--- src/rtl/rle_tx_pkg.sv ---
package rle_tx_pkg;

    // Kind of a word handed from the run tracker to the byte shifter.
    typedef enum logic {
        WK_SAMPLE = 1'b0,
        WK_COUNT  = 1'b1
    } word_kind_e;

    localparam int unsigned MAX_GRP = 16;

    // Number of enabled groups among the first n, where a 1 disables.
    function automatic logic [4:0] count_enabled(input logic [MAX_GRP-1:0] off,
                                                 input int unsigned n);
        logic [4:0] c;
        c = '0;
        for (int unsigned i = 0; i < MAX_GRP; i++) begin
            if (i < n && !off[i]) c = c + 5'd1;
        end
        return c;
    endfunction

endpackage

--- src/rtl/rle_grp_packer.sv ---
module rle_grp_packer #(
    parameter int NUM_GRP = 4,
    parameter int GRP_W   = 8,
    localparam int WORD_W = NUM_GRP * GRP_W
) (
    input  logic [WORD_W-1:0]  raw,
    input  logic [NUM_GRP-1:0] grp_off,
    output logic [WORD_W-1:0]  pk_word
);
    // Enabled groups slide down so the lowest enabled one lands in byte 0.
    always_comb begin
        int unsigned k;
        k = 0;
        pk_word = '0;
        for (int g = 0; g < NUM_GRP; g++) begin
            if (!grp_off[g]) begin
                pk_word[k*GRP_W +: GRP_W] = raw[g*GRP_W +: GRP_W];
                k = k + 1;
            end
        end
    end
endmodule

--- src/rtl/rle_run_tracker.sv ---
module rle_run_tracker
    import rle_tx_pkg::*;
#(
    parameter int WORD_W = 32,
    parameter int GRP_W  = 8,
    parameter int NB_W   = 3
) (
    input  logic              clk,
    input  logic              rst,
    input  logic              rle_on,
    input  logic [NB_W-1:0]   nb,
    input  logic              s_valid,
    input  logic              s_last,
    input  logic [WORD_W-1:0] s_word,
    output logic              s_ready,
    output logic              w_valid,
    output word_kind_e        w_kind,
    output logic [WORD_W-1:0] w_data,
    input  logic              w_ready
);
    logic [WORD_W-1:0] flag_bit, max_cnt, smp_in;
    logic [WORD_W-1:0] run_smp, run_cnt, pend_smp, ow_data;
    logic              have_run, pend_valid, ow_valid, same, accept;
    word_kind_e        ow_kind;

    always_comb begin
        flag_bit = (nb == '0) ? '0 : (WORD_W'(1) << (int'(nb) * GRP_W - 1));
        max_cnt  = (nb == '0) ? '0 : (flag_bit - WORD_W'(1));
        smp_in   = rle_on ? (s_word & ~flag_bit) : s_word;
        same     = have_run && (smp_in == run_smp) && (run_cnt != max_cnt);
    end

    assign s_ready = w_ready && !ow_valid && !pend_valid;
    assign accept  = s_valid && s_ready;
    assign w_valid = ow_valid;
    assign w_kind  = ow_kind;
    assign w_data  = ow_data;

    always_ff @(posedge clk) begin
        if (rst) begin
            have_run   <= 1'b0;
            pend_valid <= 1'b0;
            ow_valid   <= 1'b0;
            ow_kind    <= WK_SAMPLE;
            ow_data    <= '0;
            run_smp    <= '0;
            run_cnt    <= '0;
            pend_smp   <= '0;
        end else begin
            if (ow_valid && w_ready) begin
                if (pend_valid) begin
                    ow_kind    <= WK_SAMPLE;
                    ow_data    <= pend_smp;
                    pend_valid <= 1'b0;
                end else begin
                    ow_valid <= 1'b0;
                end
            end
            if (accept) begin
                if (!rle_on) begin
                    ow_valid <= 1'b1;
                    ow_kind  <= WK_SAMPLE;
                    ow_data  <= smp_in;
                    have_run <= 1'b0;
                end else if (same) begin
                    if (s_last) begin
                        ow_valid <= 1'b1;
                        ow_kind  <= WK_COUNT;
                        ow_data  <= (run_cnt + WORD_W'(1)) | flag_bit;
                        have_run <= 1'b0;
                        run_cnt  <= '0;
                    end else begin
                        run_cnt <= run_cnt + WORD_W'(1);
                    end
                end else begin
                    ow_valid <= 1'b1;
                    if (have_run && run_cnt != '0) begin
                        ow_kind    <= WK_COUNT;
                        ow_data    <= run_cnt | flag_bit;
                        pend_valid <= 1'b1;
                        pend_smp   <= smp_in;
                    end else begin
                        ow_kind <= WK_SAMPLE;
                        ow_data <= smp_in;
                    end
                    have_run <= !s_last;
                    run_smp  <= smp_in;
                    run_cnt  <= '0;
                end
            end
        end
    end

    // the open run never counts past the field limit
    assert_run_limit_R7: assert property (@(posedge clk) disable iff (rst)
        have_run |-> run_cnt <= max_cnt);

    // sample words in merging mode leave the marker bit clear
    assert_sample_clear_R5: assert property (@(posedge clk) disable iff (rst)
        (ow_valid && ow_kind == WK_SAMPLE && rle_on) |-> (ow_data & flag_bit) == '0);

    // a count word only appears in merging mode, is marked, and is nonzero
    assert_count_flag_R6: assert property (@(posedge clk) disable iff (rst)
        (ow_valid && ow_kind == WK_COUNT) |->
            (rle_on && (ow_data & flag_bit) != '0 && (ow_data & max_cnt) != '0));

    // a parked sample always waits behind the count that closes the old run
    assert_pend_order_R8: assert property (@(posedge clk) disable iff (rst)
        pend_valid |-> (ow_valid && ow_kind == WK_COUNT));
endmodule

--- src/rtl/rle_byte_shifter.sv ---
module rle_byte_shifter #(
    parameter int NUM_GRP = 4,
    parameter int GRP_W   = 8,
    parameter int NB_W    = 3,
    localparam int WORD_W = NUM_GRP * GRP_W
) (
    input  logic              clk,
    input  logic              rst,
    input  logic [NB_W-1:0]   nb,
    input  logic              w_valid,
    input  logic [WORD_W-1:0] w_data,
    output logic              w_ready,
    output logic              out_valid,
    output logic [GRP_W-1:0]  out_data,
    input  logic              out_ready
);
    logic [WORD_W-1:0] sh;
    logic [NB_W-1:0]   left;

    assign w_ready   = (left == '0);
    assign out_valid = (left != '0);
    assign out_data  = sh[GRP_W-1:0];

    always_ff @(posedge clk) begin
        if (rst) begin
            sh   <= '0;
            left <= '0;
        end else if (w_valid && w_ready) begin
            sh   <= w_data;
            left <= nb;
        end else if (out_valid && out_ready) begin
            sh   <= sh >> GRP_W;
            left <= left - 1'b1;
        end
    end

    // a stalled byte stays put
    assert_hold_R9: assert property (@(posedge clk) disable iff (rst)
        (out_valid && !out_ready) |=> (out_valid && $stable(out_data)));

    // never more bytes outstanding than groups exist
    assert_left_range_R2: assert property (@(posedge clk) disable iff (rst)
        int'(left) <= NUM_GRP);
endmodule

--- src/rtl/rle_sample_tx.sv ---
module rle_sample_tx
    import rle_tx_pkg::*;
#(
    parameter int NUM_GRP = 4,
    parameter int GRP_W   = 8,
    localparam int WORD_W = NUM_GRP * GRP_W,
    localparam int NB_W   = $clog2(NUM_GRP + 1)
) (
    input  logic               clk,
    input  logic               rst,
    input  logic [NUM_GRP-1:0] grp_off,
    input  logic               rle_on,
    input  logic               s_valid,
    input  logic [WORD_W-1:0]  s_data,
    input  logic               s_last,
    output logic               s_ready,
    output logic               out_valid,
    output logic [GRP_W-1:0]   out_data,
    input  logic               out_ready
);
    logic [WORD_W-1:0]  pk_word, w_data;
    logic [NB_W-1:0]    nb;
    logic [MAX_GRP-1:0] off_ext;
    logic               w_valid, w_ready;
    word_kind_e         w_kind;

    always_comb begin
        off_ext = '1;
        off_ext[NUM_GRP-1:0] = grp_off;
        nb = NB_W'(count_enabled(off_ext, NUM_GRP));
    end

    rle_grp_packer #(.NUM_GRP(NUM_GRP), .GRP_W(GRP_W)) u_packer (
        .raw     (s_data),
        .grp_off (grp_off),
        .pk_word (pk_word)
    );

    rle_run_tracker #(.WORD_W(WORD_W), .GRP_W(GRP_W), .NB_W(NB_W)) u_tracker (
        .clk     (clk),
        .rst     (rst),
        .rle_on  (rle_on),
        .nb      (nb),
        .s_valid (s_valid),
        .s_last  (s_last),
        .s_word  (pk_word),
        .s_ready (s_ready),
        .w_valid (w_valid),
        .w_kind  (w_kind),
        .w_data  (w_data),
        .w_ready (w_ready)
    );

    rle_byte_shifter #(.NUM_GRP(NUM_GRP), .GRP_W(GRP_W), .NB_W(NB_W)) u_shifter (
        .clk       (clk),
        .rst       (rst),
        .nb        (nb),
        .w_valid   (w_valid),
        .w_data    (w_data),
        .w_ready   (w_ready),
        .out_valid (out_valid),
        .out_data  (out_data),
        .out_ready (out_ready)
    );

    // no new sample is taken while a byte is on offer
    assert_backpressure_R10: assert property (@(posedge clk) disable iff (rst)
        out_valid |-> !s_ready);

    // with every group off nothing is ever offered
    assert_silent_R3: assert property (@(posedge clk) disable iff (rst)
        (nb == '0 && $stable(grp_off)) |=> !out_valid);
endmodule

--- config.mk ---
export PLATFORM = sky130hd
export DESIGN_NAME = rle_sample_tx
export DESIGN_NICKNAME = d
export VERILOG_FILES = /design/src/rtl/rle_tx_pkg.sv /design/src/rtl/rle_grp_packer.sv /design/src/rtl/rle_run_tracker.sv /design/src/rtl/rle_byte_shifter.sv /design/src/rtl/rle_sample_tx.sv
export SDC_FILE = /design/constraint.sdc
export NUM_CORES = 1
export LEC_CHECK = 0
export ABC_AREA = 1
export BUFFER_PORTS_ARGS = -buffer_cell sky130_fd_sc_hd__buf_2
export CORE_MARGIN = 2
export CORE_UTILIZATION = 36
export CTS_CLUSTER_SIZE = 25
export DETAILED_ROUTE_END_ITERATION = 7
export PLACE_DENSITY = 0.57
export SETUP_SLACK_MARGIN = 0.1
export SKIP_LAST_GASP = 1
export SLEW_MARGIN = 10
export SYNTH_ARGS = -nofsm -noshare
export SYNTH_HDL_FRONTEND = slang
export SYNTH_SLANG_ARGS = --single-unit
--- constraint.sdc ---
create_clock -name clk -period 4.4 [get_ports clk]
set_input_delay 0.44 -clock clk [delete_from_list [all_inputs] [get_ports clk]]
set_output_delay 0.44 -clock clk [all_outputs]
set_load 0.05 [all_outputs]
Word level (Yosys, flattened, before mapping). Index checks and enable logic that the tools add are counted.

Bits in registers: 166. Input bits: 42. Output and inout port bits: 10. Logic and storage cells: 100.

Add/sub/neg operators: 12. Equality and inequality tests: 3. Shift operators: 7. Mux-type cells: 44. Bitwise operators: 5. Reductions and logical operators: 20.

Operators by type and width (count): 2-to-1 mux 32 bit (17); variable shift 8 x 34 -> 32 bit (first input constant) (3); indexed part select 8 x 34 -> 32 bit (3); bitwise mux 32 bit (3); negation 32 -> 34 bit (2); bitwise OR 32 bit (2); negation 4 -> 34 bit (1); adder 32 x 1 -> 32 bit (second input constant) (1); bitwise AND 32 bit (1); equality test 32 bit (1); inequality test 32 bit (1); inverter 32 bit (1); nonzero test 32 bit (1); left shift 1 x 32 -> 32 bit (first input constant) (1); subtractor 32 x 1 -> 32 bit (second input constant) (1); adder 29 x 1 -> 29 bit (second input constant) (1); 2-to-1 mux 29 bit (1); 2-to-1 mux 1 bit (16); 2-to-1 mux 3 bit (4); logical AND 1 bit (8); 2-to-1 mux 8 bit (1); subtractor 6 x 1 -> 7 bit (second input constant) (1); logical NOT 3 bit (2); adder 1 x 1 -> 2 bit (second input constant) (2); other kinds (12) (16).

Logic depth before layout (Yosys ltp). Gate-level depths: netlist of run 1.

Word-level depth: 19. Mapped depth: 30. Depth with buffers taken out: 28.

Modules after synthesis. Synthesis of run 1 repeated with hierarchy kept, for this count alone.

Cell total of the unflattened synthesis: 2164. Area, all modules: 12280.5 um^2.

By module, submodules not included: rle_run_tracker (instances 1, cells an instance 1615, area an instance 9095.0 um^2, seq. area each 2642.5 um^2); rle_byte_shifter (instances 1, cells an instance 291, area an instance 1869.3 um^2, seq. area each 700.7 um^2); rle_grp_packer (instances 1, cells an instance 230, area an instance 1174.9 um^2, seq. area each 0.0 um^2); rle_sample_tx (instances 1, cells an instance 28, area an instance 141.4 um^2, seq. area each 0.0 um^2).

Worst setup path before layout of run 1. OpenSTA, ideal clock, no wires.

Path kind: input -> register. From: in grp_off[0]. To: reg u_tracker.pend_smp[20]. Setup time: 0.128 ns. Arrival: 4.196 ns. Data required time: 4.272 ns. Setup slack: 0.076 ns. Cell stages on the path: 28. Path buffers: 3. Cells stage by stage: ha_1 > buf_2 > inv_1 > nor2_2 > o21bai_1 > ha_1 > inv_2 > nand2_1 > o21ai_1 > ha_1 > ha_1 > nand2_1 > nor2_1 > nand3_1 > ha_1 > nor2_1 > xor2_1 > nand2_1 > nor2_1 > nand3_1 > a21oi_1 > nand2_1 > nand3_4 > buf_6 > buf_6 > nand4_1 > nand2_1 > nor2_1.

Cells in the longest elaborated chain, start to end: 18. Elaborated cells between the ends (all ways): 43. Classes of those cells: add/sub (10); eq/ne (2); shift (7); mux (17); bitwise (3); reduce/logical (4).

Ends and longest elaborated chain: start, declared (RTL line rle_sample_tx.sv:11) `input logic [NUM_GRP-1:0] grp_off,`; branches (longest 18 deep; another with negation 32 -> 34 bit); end signal, assigned (RTL line rle_run_tracker.sv:81) `pend_smp <= smp_in;`; end, declared (RTL line rle_run_tracker.sv:22) `logic [WORD_W-1:0] run_smp, run_cnt, pend_smp, ow_data;`.

Parallel ways; which one is timed is not known. A chain may end at the register's enable or synchronous reset.

Worst setup path after layout of run 1.
From: in grp_off[0]. To: reg u_tracker.pend_smp[5].

Same word-level chain as after synthesis.

==> results of run 1 <==
-- sequential cells by signal, indices dropped and copies added, names as in the netlist --
signal	flops
u_shifter.left	3
u_shifter.sh	32
u_tracker.have_run	1
u_tracker.pend_smp	32
u_tracker.pend_valid	1
u_tracker.run_cnt	32
u_tracker.run_smp	32
u_tracker.w_data	32
u_tracker.w_valid	1
-- through the flow --
| stage | setup TNS, ns | total power, W | area [sq um] | setup slack (ns) | utilization |
|---|---|---|---|---|---|
| 6_report | 0 | 0.00611 | 13600 | 0.327 | 0.417 |
| 5_1_grt | 0 | 0.00651 | 13600 | 0.0467 | 0.417 |
| 4_1_cts | 0 | 0.00606 | 13400 | 0.368 | 0.411 |
| 3_5_place_dp | -2.72 | 0.00451 | 12800 | -0.0909 | 0.393 |
| 3_3_place_gp | 0 | 0.00447 | 12800 | 0.0301 | 0.393 |
| 2_1_floorplan | 0 | 0.00377 | 11900 | 0.112 | - |
-- cell usage after synthesis (all sizes together) --
cell type / number
nand3: 204
buf: 54
a21oi: 139
nand3b: 11
clkinv: 6
xor2: 27
o21a: 2
xnor2: 5
o211ai: 4
clkbuf: 87
a31oi: 1
nor3: 23
o22ai: 10
nand4: 97
mux2: 2
ha: 12
inv: 197
nor2: 221
and3: 2
or3: 1
fa: 1
a32o: 1
o21ai: 221
nand2: 528
dfxtp: 166
nor3b: 1
o21bai: 1
nor4: 4
a221oi: 1
-- power by group --
group          switching, W  leakage, nW  internal (W)  total, W
Sequential         0.000246         1.35       0.00182   0.00207
Clock              0.000787        0.295      0.000776   0.00156
Combinational       0.00171         4.54      0.000767   0.00248
Total               0.00274         6.18       0.00336   0.00611
-- final timing paths --
check,start,end,slack [ns],cells past startpoint
worst min register to register,u_tracker.w_data[4],u_shifter.sh[4],0.47,2
worst max register to register,u_shifter.left[0],u_tracker.pend_smp[5],1.30,14
worst min-delay path,out_ready,u_shifter.left[2],0.26,4
worst max-delay path,grp_off[0],u_tracker.pend_smp[5],0.33,25
-- per-layer routing --
| metal | up-vias | wire length, um |
|---|---|---|
| li1 | 6699 | - |
| met1 | 6354 | 20900 |
| met2 | 569 | 21100 |
| met3 | 73 | 4000 |
| met4 | 0 | 1380 |
| met5 | - | 0 |
-- worst min-delay path, cell delays in order --
cell,delay [ns]
sky130_fd_sc_hd__buf_2,0.08
sky130_fd_sc_hd__inv_1,0.04
sky130_fd_sc_hd__nand2_1,0.05
sky130_fd_sc_hd__a21oi_1,0.05
-- logic make-up (layout without fill, tap and decap cells) --
family	count (synthesis)	count (layout)	synth area share
xor+xnor	32	32	0.0235
buf+inv	344	374	0.118
flops	166	166	0.278
compound gates	380	380	0.164
mux	2	2	0.00189
simple gates	1092	1092	0.400
fa+ha+maj	13	13	0.0143
-- what timing repair did --
item,CTS,global route
gates resized for setup,0,6
buffers inserted,0,3
endpoints found under the setup margin,0,76
-- final cells by class --
cell class	count	area, sq um	share of cell area
clock buffers	17	425	0.0313
inverters	203	763	0.0561
multi-input cells	1519	7250	0.533
flip-flops and latches	166	3320	0.244
clock inverters	15	176	0.0130
well taps	442	553	0.0406
repair buffers	139	1110	0.0818
==> results.txt, run 1 <==
----------------------------------------------------
[Timing]
  Worst Hold Slack ... 0.257 ns
  Final period demand of the worst path ... 4.07 ns
  Highest Clock Rate ... 246 MHz
  Final setup vio count ... 0
  Post-route fraction of the period consumed by the critical path ... 0.926
  Setup repair after global routing missed its margin ... no
  Final Hold Violating Endpoints ... 0
  Worst clock skew on the final layout ... 0.0177 ns
  Final Max Slew Viols ... 0
  Slew headroom ... 0.243
  Worst slew pin tran ... 1.13 ns

[Setup path]
  Cell type group with the largest total delay on the critical path ... adder cells
  Slowest-stage cell, CP ... sky130_fd_sc_hd__fa_1
  Critical Setup Path Class ... input port to flop
  Most used cell along the critical path ... sky130_fd_sc_hd__nand2_1
  Buffers and inverters on the worst path ... 3
  Critical path data required time ... 4.77 ns
  Critical path's largest stage delay ... 0.50 ns
  Peak fanout along the critical path ... 7
  Critical path arrival ... 4.44 ns
  Endpoint type of the worst setup path ... flop
  Startpoint class of the critical path ... input port

[Clock network]
  Deepest level of the CTS H-tree ... 4
  Largest buffer count on any clock path ... 2
  CTS Sinks ... 166
  Num CTS Buffers ... 17
  Source-to-sink clock delay at the later pin of the worst-skew pair ... 0.45 ns
  TritonCTS clock tree ... yes
  Number of buffers added to fix hold violations after cts ... 0
  Root Buffer ... sky130_fd_sc_hd__clkbuf_16
  Clock transition at the registers of the reported paths ... 0.08 ns

[GRT]
  Vias in the first global route ... 12.4k
  Global route hottest layer ... met2
  Grt met3 use ... 0.0499
  Residual overflow from global routing ... 0
  Global-route usage over all layers ... 0.269
  Initial antenna violation count ... 0
  GR met1 Demand/Resource ... 0.364
  Global-route wire length before repair ... 71000 um
  Largest net degree at the start of global routing ... 83
  GRT met2 Usage ... 0.428

[Synthesis]
  Area leader, netlist ... sky130_fd_sc_hd__dfxtp_1
  Number of warning messages in the yosys log ... 0
  Cells taking the most area after synthesis ... sky130_fd_sc_hd__dfxtp_1 28%, sky130_fd_sc_hd__nand2_1 16%, sky130_fd_sc_hd__o21ai_0 8.8%
  Synthesized area divided by synthesized cell count ... 5.88 sq um
  Net count after synthesis ... 2084
  Number of instances in the synthesized netlist ... 2029
  Summed instance area of the synthesized netlist ... 11900 sq um
  Number of synthesized register bits ... 166
  Part of the Yosys area used for sequential elements ... 0.278
  Share of the synthesized area in the top cell type ... 0.278
  Netlist cell types ... 40

[Cells and area]
  Antenna cells ... 0
  Most frequent standard cell in the layout excluding fill and tap cells ... sky130_fd_sc_hd__nand2_1
  Number of standard cells in the final layout excluding fillers ... 2501
  Fraction of final layout cells with drive strength greater than 1 ... 0.103
  Most frequent cells in the layout ... 521 x sky130_fd_sc_hd__nand2_1, 209 x sky130_fd_sc_hd__o21ai_0, 207 x sky130_fd_sc_hd__nor2_1
  Synth-to-Final Area Change ... 14.0%
  Net count, final ... 2101
  Number of fill cells in the layout ... 3555

[Run status]
  Result of the run ... finished clean

[Route]
  Router iterations before antenna repair ... 6
  Vias/cell ... 5.48
  Via total after detailed routing ... 13.7k
  Total Wirelength ... 47400 um
  Detailed-route DRC error count ... 0
  Antenna violation net count after detailed routing ... 0
  Starting DRC count in detailed routing ... 1501
  Average detailed-routed wire length per instance ... 19.0 um

[Placement]
  Port Buf Inserts ... 51
  Final RePlAce weighted congestion ... 0.966
  Number of placed instances with taps included ... 2459
  HPWL after DPL ... 33700 um

[Power]
  Leakage power ... 6.18 nW
  Pwr/cell area ... 449 nW/um^2
  Peak VDD IR ... 0.000354 V

[Floorplanning]
  Effective utilization at floorplan ... 0.366
  Die H ... 186 um
  Core Region ... 32600 sq um
  Number of cell rows ... 66
  Die area ... 34600 sq um
  Width of the die ... 186 um
  Ports placed on the boundary ... 52

[Run]
  Max-capacitance violation count ... 0

[Worst hold path]
  Hold crit path type ... input port to flop

----------------------------------------------------
No activity file was read; power rests on OpenSTA's default activity.
==> run 2, diff against run 1 <==
--- a/config.mk
+++ b/config.mk
@@ -12,6 +12,7 @@
 export CTS_CLUSTER_SIZE = 25
 export DETAILED_ROUTE_END_ITERATION = 7
 export PLACE_DENSITY = 0.57
+export RECOVER_POWER = 25
 export SETUP_SLACK_MARGIN = 0.1
 export SKIP_LAST_GASP = 1
 export SLEW_MARGIN = 10
==> results.txt, run 2 (synthesis results as in run 1) <==
----------------------------------------------------
[Placement]
  HPWL after DPL ... 33700 um (unchanged)
  Number of placed instances with taps included ... 2459 (unchanged)
  Final RePlAce weighted congestion ... 0.966 (unchanged)
  Cell area after placement ... 12800 sq um (unchanged)
  Port Buf Inserts ... 51 (unchanged)
  Place WS ... -0.0909 ns (unchanged)

[GRT]
  Vias in the first global route ... 12.4k (unchanged)
  Global-route usage over all layers ... 0.269 (unchanged)
  Residual overflow from global routing ... 0 (unchanged)
  Initial antenna violation count ... 0 (unchanged)
  Global-route wire length before repair ... 71000 um (unchanged)
  Largest net degree at the start of global routing ... 83 (unchanged)

[Setup path]
  Critical Setup Path Class ... input port to flop (unchanged)
  Startpoint class of the critical path ... input port (unchanged)
  Critical path arrival ... 4.44 ns (about the same)
  Critical path data required time ... 4.77 ns (about the same)
  Worst reg2reg path depth ... 12 (was 14)
  Peak fanout along the critical path ... 7 (unchanged)
  Endpoint type of the worst setup path ... flop (unchanged)
  Critical path launch point ... grp_off[0] (unchanged)
  Worst reg2reg startpoint ... u_shifter.left[0] (unchanged)

[Floorplanning]
  Width of the die ... 186 um (unchanged)
  Die H ... 186 um (unchanged)
  Number of cell rows ... 66 (unchanged)
  Ports placed on the boundary ... 52 (unchanged)
  Core Region ... 32600 sq um (unchanged)
  Die area ... 34600 sq um (unchanged)
  Effective utilization at floorplan ... 0.366 (unchanged)

[Clock network]
  Root Buffer ... sky130_fd_sc_hd__clkbuf_16 (unchanged)
  Clock transition at the registers of the reported paths ... 0.08 ns (about the same)
  Source-to-sink clock delay at the later pin of the worst-skew pair ... 0.45 ns (about the same)
  Largest buffer count on any clock path ... 2 (unchanged)
  Num CTS Buffers ... 17 (unchanged)
  CTS Sinks ... 166 (unchanged)
  Number of buffers added to fix hold violations after cts ... 0 (unchanged)
  TritonCTS clock tree ... yes (unchanged)
  Deepest level of the CTS H-tree ... 4 (unchanged)

[Route]
  Vias/cell ... 5.48 (about the same)
  Starting DRC count in detailed routing ... 1501 (unchanged)
  Via total after detailed routing ... 13.7k (about the same)
  Router iterations before antenna repair ... 6 (unchanged)
  Detailed-route DRC error count ... 0 (unchanged)
  Antenna violation net count after detailed routing ... 0 (unchanged)
  Average detailed-routed wire length per instance ... 19.0 um (about the same)
  Total Wirelength ... 47400 um (about the same)

[Timing]
  Slew headroom ... 0.243 (about the same)
  Final worst setup slack ... 0.330 ns (was 0.327 ns)
  Setup repair after global routing missed its margin ... no (unchanged)
  Final Max Slew Viols ... 0 (unchanged)
  Final Hold Violating Endpoints ... 0 (unchanged)
  Post-route fraction of the period consumed by the critical path ... 0.925 (was 0.926)
  Worst clock skew on the final layout ... 0.0183 ns (was 0.0177 ns)
  Highest Clock Rate ... 246 MHz (about the same)
  Worst slew pin tran ... 1.13 ns (about the same)
  Final setup vio count ... 0 (unchanged)
  Final period demand of the worst path ... 4.07 ns (about the same)

[Worst hold path]
  Worst hold path depth ... 4 (unchanged)
  Hold crit path type ... input port to flop (unchanged)
  Min-delay src ... out_ready (unchanged)

[Cells and area]
  Number of fill cells in the layout ... 3561 (was 3555)
  Synth-to-Final Area Change ... 13.8% (was 14.0%)
  Most frequent standard cell in the layout excluding fill and tap cells ... sky130_fd_sc_hd__nand2_1 (unchanged)
  Number of standard cells in the final layout excluding fillers ... 2501 (unchanged)
  Antenna cells ... 0 (unchanged)
  Most frequent cells in the layout ... 521 x sky130_fd_sc_hd__nand2_1, 209 x sky130_fd_sc_hd__o21ai_0, 208 x sky130_fd_sc_hd__nor2_1 (was 521 x sky130_fd_sc_hd__nand2_1, 209 x sky130_fd_sc_hd__o21ai_0, 207 x sky130_fd_sc_hd__nor2_1)
  Net count, final ... 2101 (unchanged)
  Fraction of final layout cells with drive strength greater than 1 ... 0.0976 (was 0.103)
  Layout Cell Area excl Fill ... 13600 sq um (about the same)

[Power]
  Peak VDD IR ... 0.000334 V (was 0.000354 V)
  Pwr/cell area ... 448 nW/um^2 (was 449 nW/um^2)
  Leakage power ... 6.14 nW (was 6.18 nW)

[Run status]
  Result of the run ... finished clean (unchanged)

[Run]
  Max-capacitance violation count ... 0 (unchanged)

----------------------------------------------------
[run 2: cell count changes in the layout (fill, tap and decap cells not counted), sizes merged]
cell	before	now
clkbuf	21	32
buf	135	124
[run 2: critical path: stages]
cell	delay, ns
sky130_fd_sc_hd__buf_2	0.13
sky130_fd_sc_hd__fa_1	0.50
sky130_fd_sc_hd__ha_1	0.32
sky130_fd_sc_hd__inv_2	0.04
sky130_fd_sc_hd__nand2_1	0.06
sky130_fd_sc_hd__o21ai_2	0.08
sky130_fd_sc_hd__ha_1	0.25
sky130_fd_sc_hd__ha_4	0.29
sky130_fd_sc_hd__nand2_1	0.06
sky130_fd_sc_hd__nor2_2	0.11
sky130_fd_sc_hd__nand3_1	0.12
sky130_fd_sc_hd__ha_1	0.31
sky130_fd_sc_hd__nor2_1	0.12
sky130_fd_sc_hd__xor2_1	0.22
sky130_fd_sc_hd__nand2_1	0.09
sky130_fd_sc_hd__nor2_1	0.12
sky130_fd_sc_hd__nand3_1	0.07
sky130_fd_sc_hd__a21oi_1	0.15
sky130_fd_sc_hd__nand2_2	0.11
sky130_fd_sc_hd__nand3_4	0.17
sky130_fd_sc_hd__nand3_4	0.20
sky130_fd_sc_hd__clkbuf_16	0.27
sky130_fd_sc_hd__nand2_1	0.05
sky130_fd_sc_hd__nand2_1	0.05
sky130_fd_sc_hd__nor2_1	0.11
[run 2: path summary, 6_finish.rpt]
| check | endpoint | slack (ns) |
|---|---|---|
| max | u_tracker.pend_smp[5] | 0.33 |
| min | u_shifter.left[2] | 0.25 |
| max reg2reg | u_shifter.sh[0] | 1.18 |
| min reg2reg | u_shifter.sh[4] | 0.47 |
[run 2: cell type report]
class / instances / area, sq um / area share
repair buffers: 139 / 1100 / 0.0807
flip-flops and latches: 166 / 3320 / 0.245
clock buffers: 17 / 425 / 0.0313
well taps: 442 / 553 / 0.0407
multi-input cells: 1519 / 7250 / 0.534
clock inverters: 15 / 176 / 0.0130
inverters: 203 / 763 / 0.0562
[run 2: metal layers]
metal	vias to the layer above	track usage	part of all wire
met5	-	0	0
met4	0	0.0920	0.031
met3	83	0.0499	0.085
met2	564	0.428	0.44
met1	6357	0.364	0.44
li1	6698	-	-
[run 2: report_power, final]
group          switching (W)  internal [W]
combinational        0.00171      0.000745
sequential          0.000249       0.00182
clock               0.000789      0.000776
total                0.00275       0.00334
[run 2: what timing repair did]
item / 4_1_cts / 5_1_grt
setup endpoints to repair: 0 / 76
setup buffers: 0 / 3
resized for setup: 0 / 6
[run 2: per-stage QoR]
stage / utilization / setup TNS, ns / hold slack, ns / total power (W)
final: 0.417 / 0 / 0.254 / 0.00609
after global routing: 0.417 / 0 / 0.275 / 0.00649
after CTS: 0.411 / 0 / 0.247 / 0.00606
after detailed placement: 0.393 / -2.72 / 0.454 / 0.00451
after global placement: 0.393 / 0 / 0.447 / 0.00447
after floorplan: - / 0 / 0.437 / 0.00377
==> run 3, diff against run 2 <==
--- a/config.mk
+++ b/config.mk
@@ -5,12 +5,12 @@
 export SDC_FILE = /design/constraint.sdc
 export NUM_CORES = 1
 export LEC_CHECK = 0
-export ABC_AREA = 1
 export BUFFER_PORTS_ARGS = -buffer_cell sky130_fd_sc_hd__buf_2
 export CORE_MARGIN = 2
 export CORE_UTILIZATION = 36
 export CTS_CLUSTER_SIZE = 25
 export DETAILED_ROUTE_END_ITERATION = 7
+export GPL_TIMING_DRIVEN = 0
 export PLACE_DENSITY = 0.57
 export RECOVER_POWER = 25
 export SETUP_SLACK_MARGIN = 0.1
==> results.txt, run 3 <==
----------------------------------------------------
[Placement]
  Port Buf Inserts ... 47 (was 51)
  HPWL after DPL ... 43600 um (was 33700 um)
  Cell area after placement ... 12600 sq um (was 12800 sq um)
  Final RePlAce weighted congestion ... 1.00 (was 0.966)

[Timing]
  Final Max Slew Viols ... 1 (was 0)
  Slew headroom ... -0.00315 (was 0.243)
  Final Hold Violating Endpoints ... 0 (unchanged)
  Worst slew pin tran ... 1.49 ns (was 1.13 ns)
  Highest Clock Rate ... 199 MHz (was 246 MHz)
  Final setup vio count ... 129 (was 0)
  Final worst setup slack ... -0.625 ns (was 0.330 ns)
  Post-route fraction of the period consumed by the critical path ... 1.14 (was 0.925)
  Setup repair after global routing missed its margin ... yes (was no)
  Worst clock skew on the final layout ... 0.0166 ns (was 0.0183 ns)
  Worst Hold Slack ... 0.374 ns (was 0.254 ns)
  Final period demand of the worst path ... 5.02 ns (was 4.07 ns)

[GRT]
  Vias in the first global route ... 12.4k (about the same)
  Residual overflow from global routing ... 0 (unchanged)
  Global-route wire length before repair ... 84800 um (was 71000 um)
  Largest net degree at the start of global routing ... 19 (was 83)
  Global-route usage over all layers ... 0.343 (was 0.269)
  Initial antenna violation count ... 0 (unchanged)

[Cells and area]
  Synth-to-Final Area Change ... 36.4% (was 13.8%)
  Number of fill cells in the layout ... 3057 (was 3561)
  Layout Cell Area excl Fill ... 15900 sq um (was 13600 sq um)
  Most frequent cells in the layout ... 186 x sky130_fd_sc_hd__nand2_1, 166 x sky130_fd_sc_hd__dfxtp_1, 115 x sky130_fd_sc_hd__clkbuf_1 (was 521 x sky130_fd_sc_hd__nand2_1, 209 x sky130_fd_sc_hd__o21ai_0, 208 x sky130_fd_sc_hd__nor2_1)
  Fraction of final layout cells with drive strength greater than 1 ... 0.245 (was 0.0976)
  Antenna cells ... 0 (unchanged)
  Most frequent standard cell in the layout excluding fill and tap cells ... sky130_fd_sc_hd__nand2_1 (unchanged)
  Net count, final ... 1743 (was 2101)

[Floorplanning]
  Effective utilization at floorplan ... 0.368 (was 0.366)
  Ports placed on the boundary ... 52 (unchanged)
  Die area ... 33900 sq um (was 34600 sq um)
  Width of the die ... 184 um (was 186 um)
  Die H ... 184 um (was 186 um)
  Number of cell rows ... 65 (was 66)
  Core Region ... 31700 sq um (was 32600 sq um)

[Setup path]
  Critical path data required time ... 4.69 ns (was 4.77 ns)
  Endpoint type of the worst setup path ... flop (unchanged)
  Critical path's largest stage delay ... 0.68 ns (was 0.50 ns)
  Cell breakdown of the critical path ... buf_8 > fa_2 > ha_4 > buf_6 > buf_4 > and3b_1 > nand3_1 > a31oi_1 > o21ai_0 > xor2_1 > nand4_1 > or4_4 > buf_6 > nand3_4 > buf_6 > buf_6 > o31ai_2
  Startpoint class of the critical path ... input port (unchanged)
  Slowest-stage cell, CP ... sky130_fd_sc_hd__fa_2 (was sky130_fd_sc_hd__fa_1)
  Peak fanout along the critical path ... 9 (was 7)
  Critical Setup Path Class ... input port to flop (unchanged)
  Most used cell along the critical path ... sky130_fd_sc_hd__buf_6 (was sky130_fd_sc_hd__nand2_1)
  Critical path arrival ... 5.32 ns (was 4.44 ns)
  Worst reg2reg path depth ... 8 (was 12)

[Synthesis]
  FFs w/ async S/R, synth ... 0 (unchanged)
  Top-count cell post-synth ... sky130_fd_sc_hd__nand2_1 (unchanged)
  Cells taking the most area after synthesis ... sky130_fd_sc_hd__dfxtp_1 28%, sky130_fd_sc_hd__mux2i_1 6.1%, sky130_fd_sc_hd__nand2_1 6.0% (was sky130_fd_sc_hd__dfxtp_1 28%, sky130_fd_sc_hd__nand2_1 16%, sky130_fd_sc_hd__o21ai_0 8.8%)
  Area leader, netlist ... sky130_fd_sc_hd__dfxtp_1 (unchanged)
  Number of synthesized register bits ... 166 (unchanged)
  Combinational family with the most area after synthesis ... simple AND/OR/NAND/NOR gates (unchanged)
  Number of warning messages in the yosys log ... 0 (unchanged)
  Number of instances in the synthesized netlist ... 1553 (was 2029)
  Post-synthesis compound-gate area fraction ... 0.262 (was 0.164)
  Synthesized area divided by synthesized cell count ... 7.51 sq um (was 5.88 sq um)
  Adder-cell area share of the yosys netlist ... 0.0146 (was 0.0143)
  Part of the Yosys area used for sequential elements ... 0.285 (was 0.278)
  Summed instance area of the synthesized netlist ... 11700 sq um (was 11900 sq um)
  Net count after synthesis ... 1608 (was 2084)
  Synthesized-area fraction occupied by xor and xnor cells ... 0.0338 (was 0.0235)
  Simple-gate portion of the synthesized area ... 0.268 (was 0.400)
  Share of the synthesized area in the top cell type ... 0.285 (was 0.278)
  Commonest register cell after synthesis ... sky130_fd_sc_hd__dfxtp_1 (unchanged)
  Synth top cells by count ... 187 x sky130_fd_sc_hd__nand2_1, 166 x sky130_fd_sc_hd__dfxtp_1, 121 x sky130_fd_sc_hd__nor2_1, 114 x sky130_fd_sc_hd__clkbuf_1, 76 x sky130_fd_sc_hd__a21oi_1 (was 524 x sky130_fd_sc_hd__nand2_1, 213 x sky130_fd_sc_hd__nor2_1, 209 x sky130_fd_sc_hd__o21ai_0, 198 x sky130_fd_sc_hd__nand3_1, 190 x sky130_fd_sc_hd__inv_1)
  Netlist cell types ... 86 (was 40)
  Mux contribution to synthesized area ... 0.0677 (was 0.00189)
  Number of synthesized flops with an enable pin ... 0 (unchanged)

[Route]
  Vias/cell ... 6.65 (was 5.48)
  Total Wirelength ... 60500 um (was 47400 um)
  Via total after detailed routing ... 14.0k (was 13.7k)
  Detailed-route DRC error count ... 14 (was 0)
  Average detailed-routed wire length per instance ... 28.8 um (was 19.0 um)
  Starting DRC count in detailed routing ... 2124 (was 1501)
  Router iterations before antenna repair ... 8 (was 6)
  Antenna violation net count after detailed routing ... 0 (unchanged)

[Power]
  Clock network fraction of design power ... 0.266 (was 0.257)
  Peak VDD IR ... 0.000353 V (was 0.000334 V)
  Internal cell power ... 0.00324 W (was 0.00334 W)
  Portion of total power attributed to sequential cells ... 0.326 (was 0.340)
  Switching share of power ... 0.445 (was 0.451)
  Total net switching power ... 0.00259 W (was 0.00275 W)
  Design Power ... 0.00583 W (was 0.00609 W)
  Gate power share ... 0.409 (was 0.403)
  Pwr/cell area ... 367 nW/um^2 (was 448 nW/um^2)
  Leakage power ... 5.50 nW (was 6.14 nW)

[Clock network]
  CTS Sinks ... 166 (unchanged)
  Num CTS Buffers ... 17 (unchanged)
  Deepest level of the CTS H-tree ... 4 (unchanged)
  Largest buffer count on any clock path ... 2 (unchanged)
  Root Buffer ... sky130_fd_sc_hd__clkbuf_16 (unchanged)
  Source-to-sink clock delay at the later pin of the worst-skew pair ... 0.46 ns (was 0.45 ns)
  TritonCTS clock tree ... yes (unchanged)
  Clock transition at the registers of the reported paths ... 0.08 ns (about the same)

[Worst hold path]
  Worst hold path depth ... 3 (was 4)
  Hold crit path type ... input port to flop (unchanged)

[Run status]
  Result of the run ... finished, violations left (was finished clean)
  Violated checks ... DRC, capacitance limit, slew limit, setup timing

[Run]
  Max-capacitance violation count ... 2 (was 0)

----------------------------------------------------
==> run 3: cells by family after synthesis <==
logic type,count (synthesis)
AND/OR/NAND/NOR,629
AO/OA/AOI/OAI,434
buffers and inverters,191
flip-flops,166
multiplexers,78
XOR/XNOR,42
adder cells (fa/ha/maj),13
==> run 3: final cells by class <==
type,count,area (sq um),share of cell area
buffer,157,1010,0.0638
sequential,166,3320,0.209
timing repair buffer,119,1220,0.0767
multi-input combinational,1196,9150,0.575
tap,402,503,0.0316
inverter,31,124,0.00778
clock buffer,18,429,0.0270
clock inverter,14,151,0.00951
==> run 3: repair_timing <==
item	4_1_cts	5_1_grt
gates cloned	10	7
endpoints found under the setup margin	129	129
pin swaps	54	55
hold buffers	0	0
resized for setup	168	229
setup buffers	46	15
==> run 3: worst max-delay path: cells and delay by family <==
family | cells | cell delay, ns
AND/OR/NAND/NOR | 5 | 1.55
adder cells (fa/ha/maj) | 2 | 0.91
XOR/XNOR | 1 | 0.32
buffers and inverters | 6 | 0.79
AO/OA/AOI/OAI | 3 | 1.29
==> run 3: final timing paths <==
check | from | end | slack, ns
hold reg to reg | u_tracker.w_data[25] | u_shifter.sh[25] | 0.46
setup / recovery | grp_off[1] | u_tracker.pend_smp[4] | -0.62
setup reg to reg | u_tracker.run_cnt[28] | u_tracker.pend_smp[30] | 0.06
hold / removal | out_ready | u_shifter.sh[2] | 0.37
==> run 3: power groups by stage <==
stage,clock network [W],registers [W],logic [W]
after floorplan,0,0.00184,0.00138
after CTS,0.00154,0.00188,0.00216
final,0.00155,0.00190,0.00238
after global routing,0.00160,0.00192,0.00252
after detailed placement,0,0.00191,0.00200
after global placement,0,0.00191,0.00200
==> run 3: metal layers <==
| metal | global-route usage | vias up | share of wire | wire (um) |
|---|---|---|---|---|
| met5 | 0 | - | 0 | 0 |
| met4 | 0.130 | 0 | 0.046 | 2820 |
| met3 | 0.0703 | 152 | 0.11 | 6830 |
| met2 | 0.500 | 927 | 0.41 | 25000 |
| met1 | 0.494 | 6839 | 0.43 | 25900 |
| li1 | - | 6062 | - | - |
==> run 3: metrics by stage <==
step | util | instances | setup WS, ns | setup TNS [ns]
after global routing | 0.502 | 2103 | -0.742 | -81.38
after floorplan | - | 1553 | -0.486 | -49.51
after detailed placement | 0.397 | 2003 | -2.83 | -327.81
after CTS | 0.459 | 2089 | -0.644 | -71.41
after global placement | 0.397 | 2002 | -2.96 | -360.32
final | 0.502 | 2103 | -0.625 | -68.84
